**config.mk**
```make
export PLATFORM = sky130hd
export DESIGN_NAME = shiftmul_engine
export DESIGN_NICKNAME = d
export VERILOG_FILES = /design/src/rtl/shiftmul_pkg.sv /design/src/rtl/shiftmul_ctrl.sv /design/src/rtl/shiftmul_dpath.sv /design/src/rtl/shiftmul_engine.sv
export SDC_FILE = /design/constraint.sdc
export NUM_CORES = 1
export LEC_CHECK = 0
export BUFFER_PORTS_ARGS = -buffer_cell sky130_fd_sc_hd__buf_2
export CAP_MARGIN = 30
export CORE_UTILIZATION = 45
export CTS_BUF_LIST = sky130_fd_sc_hd__clkbuf_2 sky130_fd_sc_hd__clkbuf_4 sky130_fd_sc_hd__clkbuf_8
export DETAILED_ROUTE_END_ITERATION = 8
export MAX_ROUTING_LAYER = met4
export PLACE_DENSITY = 0.66
export RECOVER_POWER = 50
export SETUP_SLACK_MARGIN = 0.2
export SLEW_MARGIN = 40
export SYNTH_ARGS = -nofsm -noshare
export SYNTH_HDL_FRONTEND = slang
export SYNTH_SLANG_ARGS = --single-unit
```
**constraint.sdc**
```tcl
create_clock -name clk -period 5.1 [get_ports clk]
set_clock_uncertainty 0.2 [all_clocks]
set_input_delay 1.02 -clock clk [delete_from_list [all_inputs] [get_ports clk]]
set_output_delay 1.02 -clock clk [all_outputs]
set_load 0.005 [all_outputs]
```
**src/rtl/shiftmul_pkg.sv**
```systemverilog
package shiftmul_pkg;
  typedef enum logic {
    CU_IDLE = 1'b0,
    CU_STEP = 1'b1
  } cu_state_e;
endpackage

```
**src/rtl/shiftmul_ctrl.sv**
```systemverilog
module shiftmul_ctrl
  import shiftmul_pkg::*;
#(
  parameter int WIDTH = 16
) (
  input  logic clk,
  input  logic rst,
  input  logic start,
  output logic step
);
  localparam int CW = $clog2(WIDTH) + 1;
  localparam logic [CW-1:0] LAST = CW'(WIDTH - 1);

  cu_state_e     state;
  logic [CW-1:0] cnt;

  always_ff @(posedge clk) begin
    if (rst) begin
      state <= CU_IDLE;
      cnt   <= '0;
    end else begin
      case (state)
        CU_IDLE: begin
          if (start) begin
            state <= CU_STEP;
            cnt   <= '0;
          end
        end
        CU_STEP: begin
          cnt <= cnt + 1'b1;
          if (cnt == LAST) state <= CU_IDLE;
        end
        default: state <= CU_IDLE;
      endcase
    end
  end

  assign step = (state == CU_STEP);
endmodule

```
**src/rtl/shiftmul_dpath.sv**
```systemverilog
module shiftmul_dpath #(
  parameter int WIDTH = 16
) (
  input  logic             clk,
  input  logic             rst,
  input  logic             step,
  input  logic [WIDTH-1:0] din,
  input  logic             ld_mcand,
  input  logic             ld_acc,
  input  logic             ld_mplier,
  output logic [WIDTH-1:0] mcand,
  output logic [WIDTH-1:0] acc,
  output logic [WIDTH-1:0] mplier
);
  logic [WIDTH:0] addend;
  logic [WIDTH:0] sum;

  // Low multiplier bit selects add-or-skip directly in the datapath
  always_comb begin
    addend = mplier[0] ? {1'b0, mcand} : '0;
    sum    = {1'b0, acc} + addend;
  end

  always_ff @(posedge clk) begin
    if (rst) begin
      mcand  <= '0;
      acc    <= '0;
      mplier <= '0;
    end else if (step) begin
      acc    <= sum[WIDTH:1];
      mplier <= {sum[0], mplier[WIDTH-1:1]};
    end else begin
      if (ld_mcand)  mcand  <= din;
      if (ld_acc)    acc    <= din;
      if (ld_mplier) mplier <= din;
    end
  end
endmodule

```
**src/rtl/shiftmul_engine.sv**
```systemverilog
module shiftmul_engine #(
  parameter int WIDTH = 16
) (
  input  logic             clk,
  input  logic             rst,
  input  logic [WIDTH-1:0] din,
  input  logic             ld_mcand,
  input  logic             ld_acc,
  input  logic             ld_mplier,
  input  logic             start,
  output logic             busy,
  output logic [WIDTH-1:0] mcand_q,
  output logic [WIDTH-1:0] acc_q,
  output logic [WIDTH-1:0] mplier_q
);
  logic step;

  shiftmul_ctrl #(.WIDTH(WIDTH)) u_ctrl (
    .clk   (clk),
    .rst   (rst),
    .start (start),
    .step  (step)
  );

  shiftmul_dpath #(.WIDTH(WIDTH)) u_dpath (
    .clk       (clk),
    .rst       (rst),
    .step      (step),
    .din       (din),
    .ld_mcand  (ld_mcand),
    .ld_acc    (ld_acc),
    .ld_mplier (ld_mplier),
    .mcand     (mcand_q),
    .acc       (acc_q),
    .mplier    (mplier_q)
  );

  assign busy = step;
endmodule

```
==> results_dict.tcl <==
set metrics [dict create \
    status "finished, final reports clean" \
    cp_cell_sequence "buf_4 > buf_2" \
    fin_ws_ps 1840 \
    ys_ff_latch 54 \
    grt.overflow.total 0 \
    via_count 3072 \
    area_growth_pct 15.5 \
    synth_nets 442 \
    cts_resized 0 \
    power.density_mw_per_mm2 265 \
    cts_max_level 2 \
    p_leak_nw 1.68 \
    antennaDiodeCount 0 \
    slew_violations 0 \
    totalWireLength_mm 8.52 \
    rows 30 \
    rsz0062_at_grt "false" \
    setup_viol 0 \
    pre_cts_ws_ps 2320 \
    worstSetupPathType "register to output pin" \
    synth-edff-count 0 \
    die_h_um 86.6 \
    grt.total_usage_pct 23.8 \
    ioPinCount 71 \
    met2_usage_pct 37.5 \
    cp_max_fo 42 \
    portBuffers 70 \
    drive_gt1_share_pct 16.8 \
    ys.flop_type "dfxtp_1" \
    tightest_slew_ps 1060 \
    tritoncts "yes" \
    min_period_ps 3260 \
    antenna_found_initial 0 \
    cp-end-kind "output pin" \
    grt_pass1_vias 2808 \
    hpwl_mm 6.19 \
    die_w_um 86.6 \
    avgSynthCellArea_sq_um 8.03 \
    postSynthCellCount 401 \
    max-slew-margin-rel_pct 29.5 \
    grt_pass1_wl_mm 13.5 \
    clock_latency_ps 320 \
    syn-cell-area_sq_mm 0.00322 \
    gp_congestion 0.905 \
    use_met1_pct 31.4 \
    finish.utilization_pct 54.2 \
    required_ps 3880 \
    busiest_layer "met2" \
    drtAntennaViolNets 0 \
    postCtsSetupBuffers 0 \
    grt_max_degree 60 \
    yosysUniqueCellTypes 51 \
    crit_slowest_cell "dfxtp_1" \
    fill_cells 671 \
    post_drt_wl_per_cell_um 15.4 \
    clk_pin_slew_ps 110 \
    globalRouteMet3Util_pct 4.10 \
    numCtsBuffers 5 \
    max_freq_mhz 306 \
    core-area_sq_mm 0.00687 \
    root_buffer "clkbuf_8" \
    drt_pass1_iterations 4 \
    synth_warnings 0 \
    viasPerCell 5.56 \
    drc 0 \
    start_util_pct 46.9 \
    period_share_pct 64.0 \
    maxCapViolations 0 \
    clock_sinks 54 \
    hp-class "register to register" \
    cp-start-kind "register" \
    dieArea_sq_mm 0.00750 \
    finalHoldViolations 0 \
    setup_tns_ps 0 \
    ys_seq_area_share_pct 33.6 \
    drt_iter0_markers 225 \
    cts.hold.buffers_added 0 \
    layout.nets 497 \
    max_stage_delay_ps 1030 \
    synthArstFlopShare_pct 0 \
    arrival_ps 2040 \
    vdd.ir_drop.worst_uv 143 \
    cts_buffer_depth 2 \
]
## final cells by class
class | instances | area (sq um) | share of cell area, %
inverter | 6 | 22.5 | 0.605
clock inverter | 3 | 48.8 | 1.31
multi-input combinational | 318 | 2030 | 54.6
sequential | 54 | 1080 | 29.1
timing repair buffer | 71 | 348 | 9.35
clock buffer | 5 | 68.8 | 1.85
tap | 96 | 120 | 3.23
## registers in the layout, indices dropped and copies added (netlist names)
| name | flops |
|---|---|
| u_ctrl.cnt | 5 |
| u_ctrl.step | 1 |
| u_dpath.acc | 16 |
| u_dpath.mcand | 16 |
| u_dpath.mplier | 16 |
## Yosys cell counts (6+ instances only)
library cell | count | area [sq um]
a211oi_1 | 17 | 128
a21o_1 | 6 | 45.0
a21oi_1 | 49 | 245
and2_1 | 17 | 106
buf_1 | 6 | 22.5
clkbuf_1 | 15 | 56.3
dfxtp_1 | 54 | 1080
ha_1 | 18 | 225
mux2i_1 | 26 | 260
nand2_1 | 40 | 150
nor2_1 | 57 | 214
nor2b_1 | 8 | 50.1
nor3_1 | 7 | 35.0
## cells in the final DEF (no fill, tap or decap), types with 2 or more instances in the layout
master,instances
a31oi_1,2
nor2b_1,7
o21ai_0,5
o21a_1,2
o21ai_1,3
clkbuf_8,5
xnor2_1,3
a211oi_1,17
nor3b_1,2
xor2_1,4
buf_2,59
a2111o_1,2
nand3_1,5
inv_1,5
and2_1,17
clkbuf_1,10
or3_1,3
a211o_1,3
a21o_1,6
nand2_1,40
nand2_2,2
and3_1,3
dfxtp_1,54
nand3b_1,3
a21oi_1,49
o21bai_1,2
a311oi_1,2
buf_4,2
mux2i_1,26
nand2b_1,2
o211ai_1,4
nor3_1,7
nor2_1,57
a2111oi_0,5
ha_1,18
## cells by family (layout without fill, tap and decap cells)
logic type	Yosys count	after routing	synth area share [%]
flops	54	54	33.6
compound gates	112	112	23.0
simple gates	153	153	22.0
xor+xnor	7	7	1.90
buf+inv	29	85	3.46
mux	27	27	8.43
fa+ha+maj	19	19	7.61
## worst paths after layout
kind | startpoint | endpoint | slack [ps] | cells past startpoint
setup reg to reg | u_dpath.mplier[0]$_SDFFE_PP0P_ | u_dpath.acc[11]$_SDFFE_PP0P_ | 2280 | 8
setup / recovery | u_ctrl.step$_SDFF_PP0_ | busy | 1840 | 2
hold / removal | u_dpath.mcand[15]$_SDFFE_PP0P_ | u_dpath.mcand[15]$_SDFFE_PP0P_ | 270 | 2
hold reg to reg | u_dpath.mcand[15]$_SDFFE_PP0P_ | u_dpath.mcand[15]$_SDFFE_PP0P_ | 270 | 2
## where the power goes
| part | total [W] | switching, W | internal [W] | leakage, nW |
|---|---|---|---|---|
| Combinational | 0.000191 | 0.000111 | 0.0000807 | 1.18 |
| Sequential | 0.000483 | 0.0000314 | 0.000451 | 0.444 |
| Clock | 0.000311 | 0.000161 | 0.000150 | 0.0563 |
## stage by stage
| step | cell area [sq um] | hold slack, ps | power, W | std cells |
|---|---|---|---|---|
| 6_report | 3720 | 273 | 0.000985 | 553 |
| 5_1_grt | 3720 | 299 | 0.00103 | 553 |
| 4_1_cts | 3730 | 275 | 0.000988 | 553 |
| 3_5_place_dp | 3620 | 260 | 0.000683 | 545 |
| 3_3_place_gp | 3610 | 255 | 0.000680 | 545 |
| 2_1_floorplan | 3220 | 261 | 0.000610 | 401 |
## metal layers
layer	routed length (um)	up-vias
li1	-	1550
met1	3970	1417
met2	3890	93
met3	535	12
met4	127	0
met5	0	-
## critical path: cells and delay by family (launching register included)
family,cells,cell delay [ps]
buffers and inverters,2,690
DFF,1,1030
Power figures use the tool's default switching activity.
